## src/rtl/pbsc_pkg.sv

```systemverilog
package pbsc_pkg;
  typedef enum logic [1:0] {
    PS_OFF  = 2'd0,
    PS_RAMP = 2'd1,
    PS_ON   = 2'd2
  } pwr_state_t;
endpackage

```

## src/rtl/pbsc_edge_reg.sv

```systemverilog
// Registers a set of synchronous levels and flags their rising edges.
module pbsc_edge_reg #(
  parameter int W = 2
) (
  input  logic         clk,
  input  logic         rst_n,
  input  logic [W-1:0] lvl_i,
  output logic [W-1:0] lvl_q,
  output logic [W-1:0] rise_o
);
  always_ff @(posedge clk or negedge rst_n) begin
    if (!rst_n) lvl_q <= '0;
    else        lvl_q <= lvl_i;
  end

  for (genvar i = 0; i < W; i++) begin : g_rise
    assign rise_o[i] = lvl_i[i] & ~lvl_q[i];
  end
endmodule

```

## src/rtl/pbsc_hold_timer.sv

```systemverilog
// Counts consecutive ticks with the button held. It fires once, then locks until release.
module pbsc_hold_timer #(
  parameter int HOLD_TICKS = 131072
) (
  input  logic clk,
  input  logic rst_n,
  input  logic tick_i,
  input  logic btn_i,
  output logic fire_o,
  output logic lock_o
);
  localparam int CW = $clog2(HOLD_TICKS + 1);
  localparam logic [CW-1:0] LAST = CW'(HOLD_TICKS - 1);

  logic [CW-1:0] cnt_q;
  logic          lock_q;

  assign fire_o = btn_i & tick_i & ~lock_q & (cnt_q == LAST);
  assign lock_o = lock_q;

  always_ff @(posedge clk or negedge rst_n) begin
    if (!rst_n) begin
      cnt_q  <= '0;
      lock_q <= 1'b0;
    end else if (!btn_i) begin
      cnt_q  <= '0;
      lock_q <= 1'b0;
    end else if (!lock_q && tick_i) begin
      if (cnt_q == LAST) begin
        cnt_q  <= '0;
        lock_q <= 1'b1;
      end else begin
        cnt_q  <= cnt_q + 1'b1;
      end
    end
  end
endmodule

```

## src/rtl/pbsc_crowbar.sv

```systemverilog
// Ramp time-out: a seconds prescaler plus a seconds counter, both cleared outside the ramp.
module pbsc_crowbar #(
  parameter int TICKS_PER_SEC = 32768,
  parameter int CB_W          = 4
) (
  input  logic            clk,
  input  logic            rst_n,
  input  logic            tick_i,
  input  logic            run_i,
  input  logic [CB_W-1:0] limit_i,
  output logic            expire_o
);
  localparam int PW = $clog2(TICKS_PER_SEC);
  localparam logic [PW-1:0] P_LAST = PW'(TICKS_PER_SEC - 1);

  logic [PW-1:0]   pre_q;
  logic [CB_W-1:0] sec_q;
  logic            sec_wrap;

  assign sec_wrap = tick_i & (pre_q == P_LAST);
  assign expire_o = run_i & (limit_i != '0) & sec_wrap
                  & (sec_q == (limit_i - CB_W'(1)));

  always_ff @(posedge clk or negedge rst_n) begin
    if (!rst_n) begin
      pre_q <= '0;
      sec_q <= '0;
    end else if (!run_i) begin
      pre_q <= '0;
      sec_q <= '0;
    end else if (tick_i) begin
      if (sec_wrap) begin
        pre_q <= '0;
        sec_q <= sec_q + 1'b1;
      end else begin
        pre_q <= pre_q + 1'b1;
      end
    end
  end
endmodule

```

## src/rtl/pbsc_supply_ctrl.sv

```systemverilog
module pbsc_supply_ctrl
  import pbsc_pkg::*;
#(
  parameter int HOLD_TICKS    = 131072,
  parameter int TICKS_PER_SEC = 32768,
  parameter int CB_W          = 4
) (
  input  logic            clk,
  input  logic            rst_n,
  input  logic            tick_i,
  input  logic            btn_i,
  input  logic            sleep_btn_i,
  input  logic            wake_req_i,
  input  logic            sw_on_i,
  input  logic            sw_off_i,
  input  logic            pwr_ok_i,
  input  logic [CB_W-1:0] crowbar_sel_i,
  output logic            supply_on_o,
  output logic            pbtn_o,
  output logic            sleep_evt_o
);
  localparam int BTN = 0;
  localparam int SLP = 1;

  pwr_state_t state_q, state_d;
  logic [1:0] lvl_q, rise;
  logic       ovr_fire, ovr_lock, cb_expire;
  logic       on_req, off_req;
  logic       sleep_evt_q;

  pbsc_edge_reg #(.W(2)) u_edges (
    .clk    (clk),
    .rst_n  (rst_n),
    .lvl_i  ({sleep_btn_i, btn_i}),
    .lvl_q  (lvl_q),
    .rise_o (rise)
  );

  pbsc_hold_timer #(.HOLD_TICKS(HOLD_TICKS)) u_hold (
    .clk    (clk),
    .rst_n  (rst_n),
    .tick_i (tick_i),
    .btn_i  (btn_i),
    .fire_o (ovr_fire),
    .lock_o (ovr_lock)
  );

  pbsc_crowbar #(.TICKS_PER_SEC(TICKS_PER_SEC), .CB_W(CB_W)) u_crowbar (
    .clk      (clk),
    .rst_n    (rst_n),
    .tick_i   (tick_i),
    .run_i    (state_q == PS_RAMP),
    .limit_i  (crowbar_sel_i),
    .expire_o (cb_expire)
  );

  // After an override, nothing may turn the supply back on until the button is released.
  assign on_req  = ~ovr_lock & (rise[BTN] | wake_req_i | sw_on_i);
  assign off_req = rise[BTN] | sw_off_i;

  always_comb begin
    state_d = state_q;
    if (ovr_fire) begin
      state_d = PS_OFF;
    end else begin
      unique case (state_q)
        PS_OFF:  if (on_req) state_d = PS_RAMP;
        PS_RAMP: begin
          if (off_req)        state_d = PS_OFF;
          else if (pwr_ok_i)  state_d = PS_ON;
          else if (cb_expire) state_d = PS_OFF;
        end
        PS_ON:   if (off_req) state_d = PS_OFF;
        default: state_d = PS_OFF;
      endcase
    end
  end

  always_ff @(posedge clk or negedge rst_n) begin
    if (!rst_n) begin
      state_q     <= PS_OFF;
      sleep_evt_q <= 1'b0;
    end else begin
      state_q     <= state_d;
      sleep_evt_q <= rise[SLP];
    end
  end

  assign supply_on_o = (state_q != PS_OFF);
  assign pbtn_o      = lvl_q[BTN];
  assign sleep_evt_o = sleep_evt_q;
endmodule

```

## config.mk

```make
export PLATFORM = sky130hd
export DESIGN_NAME = pbsc_supply_ctrl
export DESIGN_NICKNAME = d
export VERILOG_FILES = /design/src/rtl/pbsc_pkg.sv /design/src/rtl/pbsc_edge_reg.sv /design/src/rtl/pbsc_hold_timer.sv /design/src/rtl/pbsc_crowbar.sv /design/src/rtl/pbsc_supply_ctrl.sv
export SDC_FILE = /design/constraint.sdc
export NUM_CORES = 1
export LEC_CHECK = 0
export BUFFER_PORTS_ARGS = -buffer_cell sky130_fd_sc_hd__buf_2
export CORE_UTILIZATION = 55
export CTS_CLUSTER_SIZE = 20
export DETAILED_ROUTE_END_ITERATION = 7
export PLACE_DENSITY = 0.78
export SETUP_SLACK_MARGIN = 0.3
export SLEW_MARGIN = 20
export SYNTH_ARGS = -nofsm -noshare
export SYNTH_HDL_FRONTEND = slang
export SYNTH_HIERARCHICAL = 1
export SYNTH_SLANG_ARGS = --single-unit
```

## constraint.sdc

```tcl
create_clock -name clk -period 5.6 [get_ports clk]
set_input_delay 0.28 -clock clk [delete_from_list [all_inputs] [get_ports clk]]
set_output_delay 0.28 -clock clk [all_outputs]
set_load 0.01 [all_outputs]
```

* Word-level counts from Yosys, hierarchy flattened
Index checks and enable logic that the tools add are counted.
** Storage, ports and cells
- Input bits :: 13
- Logic and storage cells :: 66
- Latch bits :: 0
- Memories kept :: 0
- Bits in registers :: 43
- ROM bits :: 0
- Memory bits (writable) :: 0
** Cells by class
- Mux-type cells :: 19
- Order comparisons :: 0
- Eq/ne operators :: 12
- Shift operators :: 0
- Div/mod/pow operators :: 0
- Multipliers :: 0
- Bitwise gates (word level) :: 16
- Add/subtract/negate cells :: 4
- Reduce and logical (&&, ||, !) cells :: 8
** Operators with widths (count)
- 18-bit 2-to-1 mux :: 3
- 15-bit 2-to-1 mux :: 3
- 18-bit by 1-bit adder with 18-bit output (second input constant) :: 1
- 18-bit by 17-bit equality test with 1-bit output (second input constant) :: 1
- 15-bit by 1-bit adder with 15-bit output (second input constant) :: 1
- 15-bit equality test (second input constant) :: 1
- 2-bit 2-to-1 mux :: 6
- 4-bit 2-to-1 mux :: 3
- 1-bit bitwise AND :: 10
- 3-bit inequality test (second input constant) :: 2
- 2-bit one-hot mux with 3 select lines :: 1
- 5-bit inequality test (second input constant) :: 1
- 4-bit by 1-bit adder with 4-bit output (second input constant) :: 1
- 4-bit equality test :: 1
- 2-bit by 1-bit inequality test with 1-bit output (second input constant) :: 2
- 2-bit inequality test (second input constant) :: 2
- 2-bit AND reduction :: 2
- 4-bit nonzero test :: 1
- 4-bit by 1-bit subtractor with 4-bit output (second input constant) :: 1
- 1-bit 2-to-1 mux :: 3
- 1-bit inverter :: 3
- 1-bit OR :: 3
- 3-bit AND reduction :: 1
- 2-bit by 1-bit equality test with 1-bit output (second input constant) :: 1
- other kinds (5) :: 5

* Logic depth before layout (Yosys ltp)
Gate-level depths: netlist of the first run.
- Word-level depth :: 9
- Gate-level depth with buffers :: 8
- Depth with buffers taken out :: 8

* Modules after synthesis
Netlist of the first run, hierarchy kept.
** By module, submodules not included
- pbsc_crowbar :: cells each 111, times used 1, seq. area each 475.5 um^2, area an instance 1073.5 um^2
- pbsc_hold_timer :: cells each 115, times used 1, seq. area each 475.5 um^2, area an instance 1053.5 um^2
- pbsc_supply_ctrl :: cells each 13, times used 1, seq. area each 75.1 um^2, area an instance 141.4 um^2
- pbsc_edge_reg :: cells each 4, times used 1, seq. area each 50.0 um^2, area an instance 77.6 um^2

* Least setup slack after synthesis of the first run
Ideal clock, no wire load.
- Path type :: register to register
- Start point :: register u_crowbar.pre_q[0]
- End point :: register state_q[0]
- Required time :: 5.518 ns
- Cell stages (with the launch flop) :: 8
- Period minus slack after synthesis :: 1.802 ns
- Arrival time :: 1.720 ns
- Path slack :: 3.798 ns
- Cells stage by stage :: dfrtp_1 -> ha_1 -> and4_1 -> buf_6 -> nand4_4 -> nor4_1 -> or4b_1 -> o22ai_1
** Between the ends
- Cells in the longest elaborated chain, start to end :: 6
** RTL lines
- start: declaration :: RTL line pbsc_crowbar.sv:16 : logic [PW-1:0] pre_q;
- start signal: assignment :: RTL line pbsc_crowbar.sv:36 : pre_q <= pre_q + 1'b1;
- 15-bit equality test :: RTL line pbsc_crowbar.sv:20 : assign sec_wrap = tick_i & (pre_q == P_LAST);
- 1-bit bitwise AND :: RTL line pbsc_crowbar.sv:20
- 1-bit bitwise AND :: RTL line pbsc_crowbar.sv:21 : assign expire_o = run_i & (limit_i != '0) & sec_wrap
- 1-bit bitwise AND :: RTL line pbsc_crowbar.sv:22 : & (sec_q == (limit_i - CB_W'(1)));
- named net cb_expire :: RTL line pbsc_supply_ctrl.sv:27 : logic ovr_fire, ovr_lock, cb_expire;
- 5-bit inequality test (no line)
- 3-bit AND reduction (no line)
- end signal: assignment :: RTL line pbsc_supply_ctrl.sv:84 : state_q <= state_d;
- end: declaration :: RTL line pbsc_supply_ctrl.sv:25 : pwr_state_t state_q, state_d;
The timed path passes the listed nets, and every way through them passes these cells.
A chain may end at the register's enable or synchronous reset.

* Worst setup path after layout of the first run
- Start point :: register u_hold.cnt_q[5]
- End point :: register state_q[0]
** Between the ends
- Cells in the longest elaborated chain, start to end :: 4
- Elaborated cells on any way between the ends :: 7
- Classes of those cells :: eq/ne: 4; mux: 1; bitwise: 1; reduce/logical: 1
** RTL lines
- start: declaration :: RTL line pbsc_hold_timer.sv:15 : logic [CW-1:0] cnt_q;
- start signal: assignment :: RTL line pbsc_hold_timer.sv:33 : cnt_q <= cnt_q + 1'b1;
- 18-bit by 17-bit equality test with 1-bit output (*) :: RTL line pbsc_hold_timer.sv:18 : assign fire_o = btn_i & tick_i & ~lock_q & (cnt_q == LAST);
- 1-bit bitwise AND (*) :: RTL line pbsc_hold_timer.sv:18
- named net ovr_fire :: RTL line pbsc_supply_ctrl.sv:27
- 5-bit inequality test (no line) / 3-bit inequality test (equally long branches)
- 3-bit AND reduction (no line)
The timed path passes the listed nets; every way through them passes the cells marked *.

==> run summary, run 1 <==
Outcome = completed
Area grow syn2layout = 8.96%
WL/cell = 14.1 um
Worst clock skew = 0.0112 ns
Die Wd = 67.3 um
Initial antenna violation count = 0
Leading register cell type out of synthesis = dfrtp_1
Pleak = 0.00107 uW
Post-Synthesis Cells = 243
Post-synth top area share = 45.9%
Combinational power share = 13.0%
Flops & latches, synth = 43
Worst path max stage delay = 0.68 ns
TritonCTS clock tree = done
Switching share of total power = 26.5%
Post-synth ARST share = 100%
Critical path arrival = 2.18 ns
Unrepaired setup endpoints after global routing = no
Fin worst setup slack = 3.60 ns
Port Buf Inserts = 15
Avg Inst Size Synth = 9.65 sq um
Final nets = 275
Final Hold Vio Count = 0
TNS Setup = 0 ns
Pins over their slew limit = 0
Cell type of the slowest stage on the worst timing path = or4_1
Core ar. = 4060 sq um
First drt pass iteration count = 4
Synth Net Count = 261
Postcts setup bufs = 0
Post-layout min period = 2.00 ns
PostCTS Resize Cnt = 0
Post-synthesis sequential area ratio = 45.9%
H-Tree Depth = 2
Delay-heaviest family, CP = simple AND/OR/NAND/NOR gates
CTS Buffer Depth = 2
Routed WL = 4.35 mm
CTS buffer count = 5
Post-route clock period utilization = 35.8%
Post-synth EDFFs = 0
Critical Path Start Type = flop
Relative slew slack = 38.4%
MaxCap Viol Count = 0
# setup viols final = 0
Clk Latency, worst-skew pair = 0.30 ns
Pint = 496 uW
Crit path required time = 5.77 ns
Vias = 1812
CTS sink count = 43
Ant diodes = 0
Critical Setup Path Class = reg2reg
Reg clk slew, reported paths = 0.09 ns
Initial Utilization = 57.8%
Share of cells above drive strength 1 = 11.6%
Die Y = 67.3 um
Average vias per placed instance = 5.88
Hold WC Path Type = in2async
Distinct cell type count after synthesis = 42
CTS root buf = clkbuf_8
Post-route core utilization = 63.0%
First-pass GRT wire length = 7.31 mm
GPL Wtd Cong = 0.832
Post-Place Setup Slack = 3.63 ns
Least-Margin Pin Slew = 0.923 ns
Total gr overflow = 0
Detailed-placement wirelength estimate = 3.00 mm
Gr usage total = 21.8%
First DRT Iteration DRCs = 71
Max Clock Freq = 499 MHz
WP buf/inv = 0
Core Rows = 23
ANT nets after route = 0
Switching power = 179 uW
Worst-path cell chain = nand4_2 -> or4_1 -> nor4_1 -> or3_1 -> o22ai_1
Die area = 4530 sq um
Ranking of synthesized cells by area = dfrtp_1 46%, xor2_1 4.1%, a21oi_1 4.1%
Count leader, synth = dfrtp_1
Crit path max fanout = 5
Clock power share = 37.5%
Post-CTS Hold Buffers = 0
Most frequent cells after synthesis = 43 x dfrtp_1, 20 x nor2_1, 19 x a21oi_1
DRC violations left = 0
P per Cell Area = 264 nW/um^2
Yosys warnings = 6
Largest net degree at the start of global routing = 44
Top cell type by total area after synthesis = dfrtp_1
Vias in the first global route = 1607
Worst VDD drop = 0.000158 V
Netlist Area Pre-Place = 2350 sq um
Boundary pin count = 16
Reg power frac = 49.6%
Nature of the critical path endpoint = flop
Design Power = 675 uW
## metal layers
metal	part of all wire, %	GRT usage (%)
met4	1.0	5.85
met1	51	29.9
met3	2.4	5.91
met5	0	0
met2	46	33.8
## placed cells by master, fill, tap and decap left out, types with 3 or more instances in the layout
cell type / Yosys / layout
dfrtp_1: 43 / 43
nor2_1: 20 / 20
a21oi_1: 19 / 19
nand3_1: 17 / 17
buf_2: 3 / 15
or3_1: 13 / 13
nand2_1: 13 / 13
o21ai_0: 13 / 13
xor2_1: 11 / 11
xnor2_1: 10 / 10
inv_1: 8 / 8
nand4_1: 8 / 8
clkbuf_8: 0 / 6
nand2b_1: 5 / 5
or4_1: 5 / 5
ha_1: 5 / 5
nor3_1: 4 / 4
and4_1: 4 / 4
nand3b_1: 3 / 3
and3_1: 3 / 3
mux2i_1: 3 / 3
a211oi_1: 3 / 3
o31ai_1: 3 / 3
## per-stage QoR
| stage | cells | instance area [sq um] | hold slack, ns |
|---|---|---|---|
| 4_1_cts | 308 | 2560 | 0.0931 |
| 6_report | 308 | 2560 | 0.105 |
| 3_5_place_dp | 300 | 2440 | 0.407 |
| 5_1_grt | 308 | 2560 | 0.0820 |
| 2_1_floorplan | 243 | 2350 | -0.0156 |
| 3_3_place_gp | 300 | 2440 | 0.402 |
## area by class of cell
type	count	area, sq um
clock buffer	6	82.6
clock inverter	2	35.0
fill	333	1500
inverter	8	30.0
multi-input combinational	184	1190
sequential	43	1080
tap	50	62.6
timing repair buffer	15	75.1
## power groups by stage
stage	Combinational, uW	Sequential, uW	Clock, uW
2_1_floorplan	62.3	338	0
4_1_cts	88.4	335	258
6_report	87.4	335	253
5_1_grt	98.6	337	272
3_3_place_gp	87.8	340	0
3_5_place_dp	87.9	341	0
## flip-flops by register name, indices dropped and copies added (netlist names)
register / flops
u_hold/lock_o: 1
u_edges/lvl_q: 2
u_crowbar/pre_q: 15
state_q: 2
u_hold/cnt_q: 18
u_crowbar/sec_q: 4
sleep_evt_o: 1
## cell families (layout without fill, tap and decap cells)
| kind of cell | Yosys count | count (layout) | synth area share [%] |
|---|---|---|---|
| and+or+nand+nor | 110 | 110 | 27.7 |
| buffers and inverters | 16 | 31 | 3.20 |
| DFF | 43 | 43 | 45.9 |
| AOI/OAI and AO/OA | 45 | 45 | 11.5 |
| adders and majority gates | 5 | 5 | 2.67 |
| muxes | 3 | 3 | 1.28 |
| xor gates and xnor gates | 21 | 21 | 7.84 |
## final timing paths
kind	startpoint	to	slack (ns)	cells after the start
min in group clk	sleep_btn_i	u_edges/lvl_q[1]$_DFF_PN0_	0.11	1
min reg2reg	u_edges/lvl_q[1]$_DFF_PN0_	sleep_evt_o$_DFF_PN0_	0.45	1
max in group asynchronous	rst_n	u_crowbar/sec_q[0]$_DFFE_PN0P_	4.90	1
max	u_hold/cnt_q[5]$_DFFE_PN0P_	state_q[0]$_DFFE_PN0P_	3.60	5
max reg2reg	u_hold/cnt_q[5]$_DFFE_PN0P_	state_q[0]$_DFFE_PN0P_	3.60	5
min	rst_n	u_crowbar/pre_q[2]$_DFFE_PN0P_	0.11	1
Power figures use the tool's default switching activity.
==> run 2: changes to the inputs <==
==> constraint.sdc (replaced) <==
create_clock -name clk -period 2 [get_ports clk]
set_input_delay 0.1 -clock clk [delete_from_list [all_inputs] [get_ports clk]]
set_output_delay 0.1 -clock clk [all_outputs]
set_load 0.01 [all_outputs]
==> run 2 against run 1 <==
Setup slack worse by 3.3 ns. Routed wire length is 3.2% higher. Combinational power grew to 3.4 times the previous value. Sequential power grew to 2.8 times the previous value. Utilization is 3.7 points higher. Cell count is 4.5% higher. Largest cell class unchanged. Sequential cell count stayed put. Via count is 3.0% higher. Sequential share of layout area is 2.3 points lower. Global-route usage is 0.93 points higher. Critical endpoint unchanged. Count of clock-buffer cells in the layout stayed put. Die area stayed put.
==> run summary, run 2 (same netlist as run 1, synthesis figures left out) <==
CTS sink count = 43 (unchanged)
Nature of the critical path endpoint = flop
Biggest register = u_hold/cnt_q
Worst clock skew = 0.00549 ns (-0.00567 ns)
Largest net degree at the start of global routing = 44 (unchanged)
Share of cells above drive strength 1 = 19.1% (+7.5 points)
Post-route clock period utilization = 84.4% (+49 points)
Ant diodes = 0 (unchanged)
Relative slew slack = 65.1% (+27 points)
Die Wd = 67.3 um (unchanged)
First-pass GRT wire length = 7.63 mm (+4.4%)
First drt pass iteration count = 4 (unchanged)
P per Cell Area = 696 nW/um^2 (+160%)
Cell type of the slowest stage on the worst timing path = or4_4
Port Buf Inserts = 15 (unchanged)
Critical Setup Path Class = reg2reg
CTS buffer count = 5 (unchanged)
Worst VDD drop = 0.000491 V (+210%)
Design Power = 1880 uW (+180%)
ANT nets after route = 0 (unchanged)
Critical path arrival = 1.87 ns (-0.31 ns)
Crit path max fanout = 5 (unchanged)
Boundary pin count = 16 (unchanged)
Die Y = 67.3 um (unchanged)
Unrepaired setup endpoints after global routing = yes
CTS Buffer Depth = 2 (unchanged)
Pleak = 0.00114 uW (+6.0%)
# setup viols final = 0 (unchanged)
Gr usage total = 22.7% (+0.93 points)
Reg clk slew, reported paths = 0.08 ns (about the same)
Initial Utilization = 57.8% (unchanged)
Commonest non-fill, non-tap cells in the layout = 42 x dfrtp_1, 20 x nor2_1, 18 x a21oi_1
Final Cell Area = 2710 sq um (+5.8%)
Delay-heaviest family, CP = simple AND/OR/NAND/NOR gates
Vias in the first global route = 1787 (+11%)
Final Hold Vio Count = 0 (unchanged)
Worst path max stage delay = 0.60 ns (-0.08 ns)
Worst-path cell chain = nand4_1 -> or4_4 -> nor4_4 -> or3_4 -> o22ai_1
Area grow syn2layout = 15.3%
Crit path required time = 2.19 ns (-3.58 ns)
First DRT Iteration DRCs = 79 (+11%)
Detailed-placement wirelength estimate = 3.02 mm (+0.73%)
Vias = 1867 (+3.0%)
Core ar. = 4060 sq um (unchanged)
WP buf/inv = 0 (unchanged)
Die area = 4530 sq um (unchanged)
TritonCTS clock tree = done
Routed WL = 4.49 mm (+3.2%)
Clk Latency, worst-skew pair = 0.30 ns (about the same)
TNS Setup = 0 ns (unchanged)
Average vias per placed instance = 5.80 (-1.4%)
Register area = 1080 sq um (+0.12%)
Multi-input logic area = 1240 sq um (+3.8%)
MaxCap Viol Count = 0 (unchanged)
Fillers = 315 (-5.4%)
Max Clock Freq = 593 MHz (+19%)
Post-layout min period = 1.69 ns (-0.316 ns)
Core Rows = 23 (unchanged)
Initial antenna violation count = 0 (unchanged)
Final nets = 290 (+5.5%)
Biggest regs = u_hold/cnt_q: 18 flops, u_crowbar/pre_q: 15 flops, u_crowbar/sec_q: 4 flops
GPL Wtd Cong = 0.860 (+3.3%)
Max reg flops = 18 (unchanged)
DRC violations left = 0 (unchanged)
Placed Area = 2490 sq um (+2.2%)
Hold WC Path Type = in2reg
WL/cell = 14.0 um (-1.2%)
Most common cell after layout, fill and taps aside = dfrtp_1
Pins over their slew limit = 0 (unchanged)
CTS root buf = clkbuf_8
Outcome = completed
Critical Path Start Type = flop
Least-Margin Pin Slew = 0.524 ns (-0.399 ns)
H-Tree Depth = 2 (unchanged)
Total gr overflow = 0 (unchanged)
## run 2: path summary, 6_finish.rpt
| kind | startpoint | to | slack (ns) | cells past startpoint |
|---|---|---|---|---|
| min reg2reg | u_edges/lvl_q[1]$_DFF_PN0_ | sleep_evt_o$_DFF_PN0_ | 0.46 | 1 |
| max in group asynchronous | rst_n | u_crowbar/pre_q[0]$_DFFE_PN0P_ | 1.19 | 3 |
| max reg2reg | u_hold/cnt_q[10]$_DFFE_PN0P_ | state_q[0]$_DFFE_PN0P_ | 0.31 | 5 |
| min in group asynchronous | rst_n | u_crowbar/pre_q[4]$_DFFE_PN0P_ | 0.42 | 3 |
| max | u_hold/cnt_q[10]$_DFFE_PN0P_ | state_q[0]$_DFFE_PN0P_ | 0.31 | 5 |
| min | sw_off_i | state_q[1]$_DFFE_PN0P_ | 0.07 | 3 |
## run 2: area by class of cell
cell class / instances / area share [%]
tap: 50 / 2.31
multi-input combinational: 184 / 45.8
clock inverter: 1 / 1.11
clock buffer: 6 / 2.68
timing repair buffer: 30 / 7.12
inverter: 8 / 1.11
sequential: 43 / 39.8
## run 2: worst register-to-register path: stages (launching register included)
cell,delay [ns]
dfrtp_1,0.41
nand4_1,0.14
or4_4,0.60
nor4_4,0.18
or3_4,0.18
o22ai_1,0.07
## run 2: report_power, final
| part | switching (uW) | internal (uW) |
|---|---|---|
| logic | 179 | 120 |
| registers | 35.6 | 902 |
| clock network | 280 | 366 |
## run 2: timing repair
item	CTS	global route
setup endpoints to repair	13	28
hold buffers	2	0
hold endpoints to repair	44	0
setup buffers	0	7
gates resized for setup	2	10
## run 2: per-stage QoR
stage	hold WS, ns	std cells	utilization, %	setup slack [ns]
after floorplan	-0.196	243	-	0.343
after global placement	0.196	306	61.4	0.256
after detailed placement	0.207	306	61.4	0.213
after CTS	0.0621	315	64.5	0.235
after global routing	0.0550	322	66.7	0.223
final	0.0670	322	66.7	0.313
## run 2: layer usage
| layer | part of all wire, % | global-route usage, % | wire length, um |
|---|---|---|---|
| met5 | 0 | 0 | 0 |
| met4 | 2.1 | 10.4 | 94 |
| met3 | 2.6 | 5.57 | 116 |
| met2 | 48 | 38.4 | 2160 |
| met1 | 47 | 27.1 | 2130 |
==> run 3: changes to the inputs <==
--- a/config.mk
+++ b/config.mk
@@ -5,11 +5,12 @@
 export SDC_FILE = /design/constraint.sdc
 export NUM_CORES = 1
 export LEC_CHECK = 0
+export ABC_AREA = 1
 export BUFFER_PORTS_ARGS = -buffer_cell sky130_fd_sc_hd__buf_2
 export CORE_UTILIZATION = 55
 export CTS_CLUSTER_SIZE = 20
 export DETAILED_ROUTE_END_ITERATION = 7
-export PLACE_DENSITY = 0.78
+export PLACE_DENSITY = 0.8
 export SETUP_SLACK_MARGIN = 0.3
 export SLEW_MARGIN = 20
 export SYNTH_ARGS = -nofsm -noshare
==> constraint.sdc (replaced) <==
create_clock -name clk -period 1.49 [get_ports clk]
set_input_delay 0.0745 -clock clk [delete_from_list [all_inputs] [get_ports clk]]
set_output_delay 0.0745 -clock clk [all_outputs]
set_load 0.01 [all_outputs]
==> run 3 against run 2 <==
The run now ends with negative setup slack left. Largest cell class unchanged. Via count up 58%. Count of clock-buffer cells in the layout unchanged. Critical path depth up 1. Global-route usage up 7.1 points. Cell count up 61%. Utilization up 15 points. Clock power up 51%. Area after synthesis up 16%. Total power up 72%. Clock skew up 0.014 ns. First-iteration DRC count rose to 3.4 times the previous value.
==> run summary, run 3 <==
Outcome = finished with violations
Failing checks = negative setup slack
Vias = 2945 (+58%)
Post-synth ARST share = 100% (unchanged)
Cell type of the slowest stage on the worst timing path = nor3_1
CTS Buffer Depth = 2 (unchanged)
Port Buf Inserts = 15 (unchanged)
Largest net degree at the start of global routing = 22 (-50%)
Post-synth top area share = 39.5% (-6.4 points)
Core Rows = 25 (+8.7%)
Combinational power share = 30.7% (+15 points)
Switching share of total power = 34.6% (+8.3 points)
Synth Net Count = 388 (+49%)
Pint = 2120 uW (+53%)
Fin worst setup slack = -0.167 ns (-0.480 ns)
Biggest regs = u_hold/cnt_q: 18 flops, u_crowbar/pre_q: 15 flops, u_crowbar/sec_q: 4 flops
Least-Margin Pin Slew = 0.626 ns (+0.102 ns)
Max reg flops = 18 (unchanged)
P per Cell Area = 833 nW/um^2 (+20%)
Count leader, synth = nand2_1
Leading register cell type out of synthesis = dfrtp_1
Commonest non-fill, non-tap cells in the layout = 84 x nand2_1, 46 x buf_4, 43 x dfrtp_1
Fillers = 251 (-20%)
WP buf/inv = 2 (+2)
TritonCTS clock tree = done
Post-route clock period utilization = 111% (+27 points)
Switching power = 1120 uW (+130%)
Post-synthesis simple-gate area fraction = 40.7% (+13 points)
Reg clk slew, reported paths = 0.10 ns (+0.02 ns)
Share of cells above drive strength 1 = 39.7% (+21 points)
Critical Path Start Type = flop
Gr usage total = 29.8% (+7.1 points)
Nature of the critical path endpoint = flop
Pins over their slew limit = 0 (unchanged)
Most frequent cells after synthesis = 94 x nand2_1, 61 x nor2_1, 46 x inv_1
First-pass GRT wire length = 12.0 mm (+58%)
Initial Utilization = 57.3% (-0.50 points)
Hold WC Path Type = in2reg
Biggest register = u_hold/cnt_q
Register area = 1080 sq um (-0.12%)
Detailed-placement wirelength estimate = 4.64 mm (+54%)
Total gr overflow = 0 (unchanged)
ANT nets after route = 0 (unchanged)
CTS buffer count = 5 (unchanged)
Ranking of synthesized cells by area = dfrtp_1 39%, nand2_1 13%, nor2_1 8.4%
Synth Area in Adders = 2.30% (-0.37 points)
Critical path arrival = 1.87 ns (about the same)
Boundary pin count = 16 (unchanged)
Post-Place Cells = 488 (+59%)
H-Tree Depth = 2 (unchanged)
# setup viols final = 24 (+24)
DRC violations left = 0 (unchanged)
Post-layout instance count excluding filler cells = 520 (+61%)
Avg Inst Size Synth = 7.37 sq um (-24%)
Crit path max fanout = 3 (-2)
Max Clock Freq = 603 MHz (+1.8%)
Initial antenna violation count = 0 (unchanged)
Post-synthesis compound-gate area fraction = 3.35% (-8.1 points)
Average vias per placed instance = 5.66 (-2.3%)
Yosys warnings = 6 (unchanged)
Die Wd = 72.4 um (+7.5%)
Ant diodes = 0 (unchanged)
Worst clock skew = 0.0193 ns (+0.0138 ns)
Unrepaired setup endpoints after global routing = yes
MaxCap Viol Count = 0 (unchanged)
Most common cell after layout, fill and taps aside = nand2_1
Area grow syn2layout = 42.7%
Worst path max stage delay = 0.54 ns (-0.06 ns)
Clk Latency, worst-skew pair = 0.31 ns (about the same)
Final Hold Vio Count = 0 (unchanged)
Clock power share = 30.0% (-4.3 points)
Die area = 5240 sq um (+16%)
TNS Setup = -1.88 ns (-1.88 ns)
Met2 routed WL = 4.75 mm (+120%)
Flops & latches, synth = 43 (unchanged)
Routed WL = 8.97 mm (+100%)
Routed length on met3 = 511 um (+340%)
GPL Wtd Cong = 0.885 (+2.9%)
CTS root buf = clkbuf_8
Delay-heaviest family, CP = simple AND/OR/NAND/NOR gates
Post-synth EDFFs = 0 (unchanged)
CTS sink count = 43 (unchanged)
Relative slew slack = 58.0% (-7.1 points)
Post-layout min period = 1.66 ns (-0.0300 ns)
Core ar. = 4750 sq um (+17%)
Design Power = 3240 uW (+72%)
Crit path required time = 1.71 ns (-0.48 ns)
Worst-path cell chain = buf_4 -> inv_1 -> nor3_1 -> nand4_1 -> nand2_1 -> nor2_2
Final nets = 470 (+62%)
Die Y = 72.4 um (+7.5%)
Reg power frac = 39.3% (-11 points)
Post-synthesis sequential area ratio = 39.5% (-6.4 points)
First drt pass iteration count = 5 (+1)
WL/cell = 17.3 um (+24%)
Multi-input logic area = 1790 sq um (+44%)
Mux contribution to synthesized area = 0% (-1.3 points)
Distinct cell type count after synthesis = 30 (-29%)
Worst VDD drop = 0.000605 V (+23%)
Critical Setup Path Class = reg2reg
Largest family of logic cells by synthesized area = simple AND/OR/NAND/NOR gates
Post-Synthesis Cells = 370 (+52%)
First DRT Iteration DRCs = 266 (+240%)
Top cell type by total area after synthesis = dfrtp_1
Top routing layer used = met4
Netlist Area Pre-Place = 2730 sq um (+16%)
Pleak = 0.00184 uW (+61%)
Post-Synth XOR/XNOR Area = 5.79% (-2.1 points)
Metal-1 WL = 3.25 mm (+53%)
Vias in the first global route = 2755 (+54%)
run 3: changes by cell type after synthesis, sizes merged, moves of 7 or more:
cell | previous run | this run
nand2 | 13 | 105
nor2 | 20 | 74
inv | 8 | 51
a21oi | 19 | 4
or3 | 13 | 0
nand3 | 17 | 29
nand4 | 10 | 17
run 3: layout make-up:
type	instances	area share, %
Multi-Input combinational cell	272	46.1
Sequential cell	43	27.7
Timing Repair Buffer	78	15.7
Inverter	52	5.41
Tap cell	67	2.16
Clock buffer	6	2.12
Clock inverter	2	0.901
run 3: worst min-delay path, delay by kind of cell:
| kind | cells | cell delay (ns) |
|---|---|---|
| buffers and inverters | 1 | 0.09 |
| and+or+nand+nor | 2 | 0.14 |
run 3: kinds of logic after synthesis:
logic type	Yosys count
buf+inv	56
fa+ha+maj	5
xor+xnor	18
compound gates	16
simple gates	232
flops	43
run 3: power groups by stage:
stage          Sequential (uW)  Clock (uW)  Combinational, uW
3_5_place_dp              1290           0                706
2_1_floorplan             1290           0                469
6_report                  1270         973                993
5_1_grt                   1280        1040               1050
3_3_place_gp              1280           0                684
4_1_cts                   1260         978                866
run 3: timing repair:
action                                  in CTS  in global routing
cloned                                       1                  0
pin swaps                                   24                 26
setup buffers                               10                 11
endpoints found under the hold margin       21                  0
hold buffers                                 2                  0
endpoints found under the setup margin      40                 40
resized for setup                           57                 45
run 3: routing by layer:
| layer | track usage, % | vias to the layer above |
|---|---|---|
| met1 | 33.6 | 1391 |
| met5 | 0 | - |
| met3 | 7.08 | 53 |
| met2 | 52.2 | 176 |
| li1 | - | 1325 |
| met4 | 15.3 | 0 |
run 3: through the flow:
step / worst slack, ns / util (%) / cell area [sq um] / hold slack [ns]
5_1_grt: -0.236 / 81.8 / 3890 / 0.0396
2_1_floorplan: -0.108 / - / 2760 / -0.221
3_3_place_gp: -0.0744 / 67.2 / 3190 / 0.0539
3_5_place_dp: -0.121 / 67.2 / 3190 / 0.0544
4_1_cts: -0.0905 / 76.1 / 3620 / 0.00804
6_report: -0.167 / 81.8 / 3890 / 0.0270
run 3: worst paths after layout:
check	from	endpoint	slack [ns]	cells after the start
setup / recovery	u_crowbar/pre_q[0]$_DFFE_PN0P_	u_crowbar/pre_q[13]$_DFFE_PN0P_	-0.17	6
hold / removal	pwr_ok_i	state_q[1]$_DFFE_PN0P_	0.03	3
setup reg to reg	u_crowbar/pre_q[0]$_DFFE_PN0P_	u_crowbar/pre_q[13]$_DFFE_PN0P_	-0.17	6
hold reg to reg	u_edges/lvl_q[1]$_DFF_PN0_	sleep_evt_o$_DFF_PN0_	0.43	1
max in group asynchronous	rst_n	u_hold/cnt_q[7]$_DFFE_PN0P_	0.61	3
min in group asynchronous	rst_n	u_crowbar/sec_q[1]$_DFFE_PN0P_	0.25	2
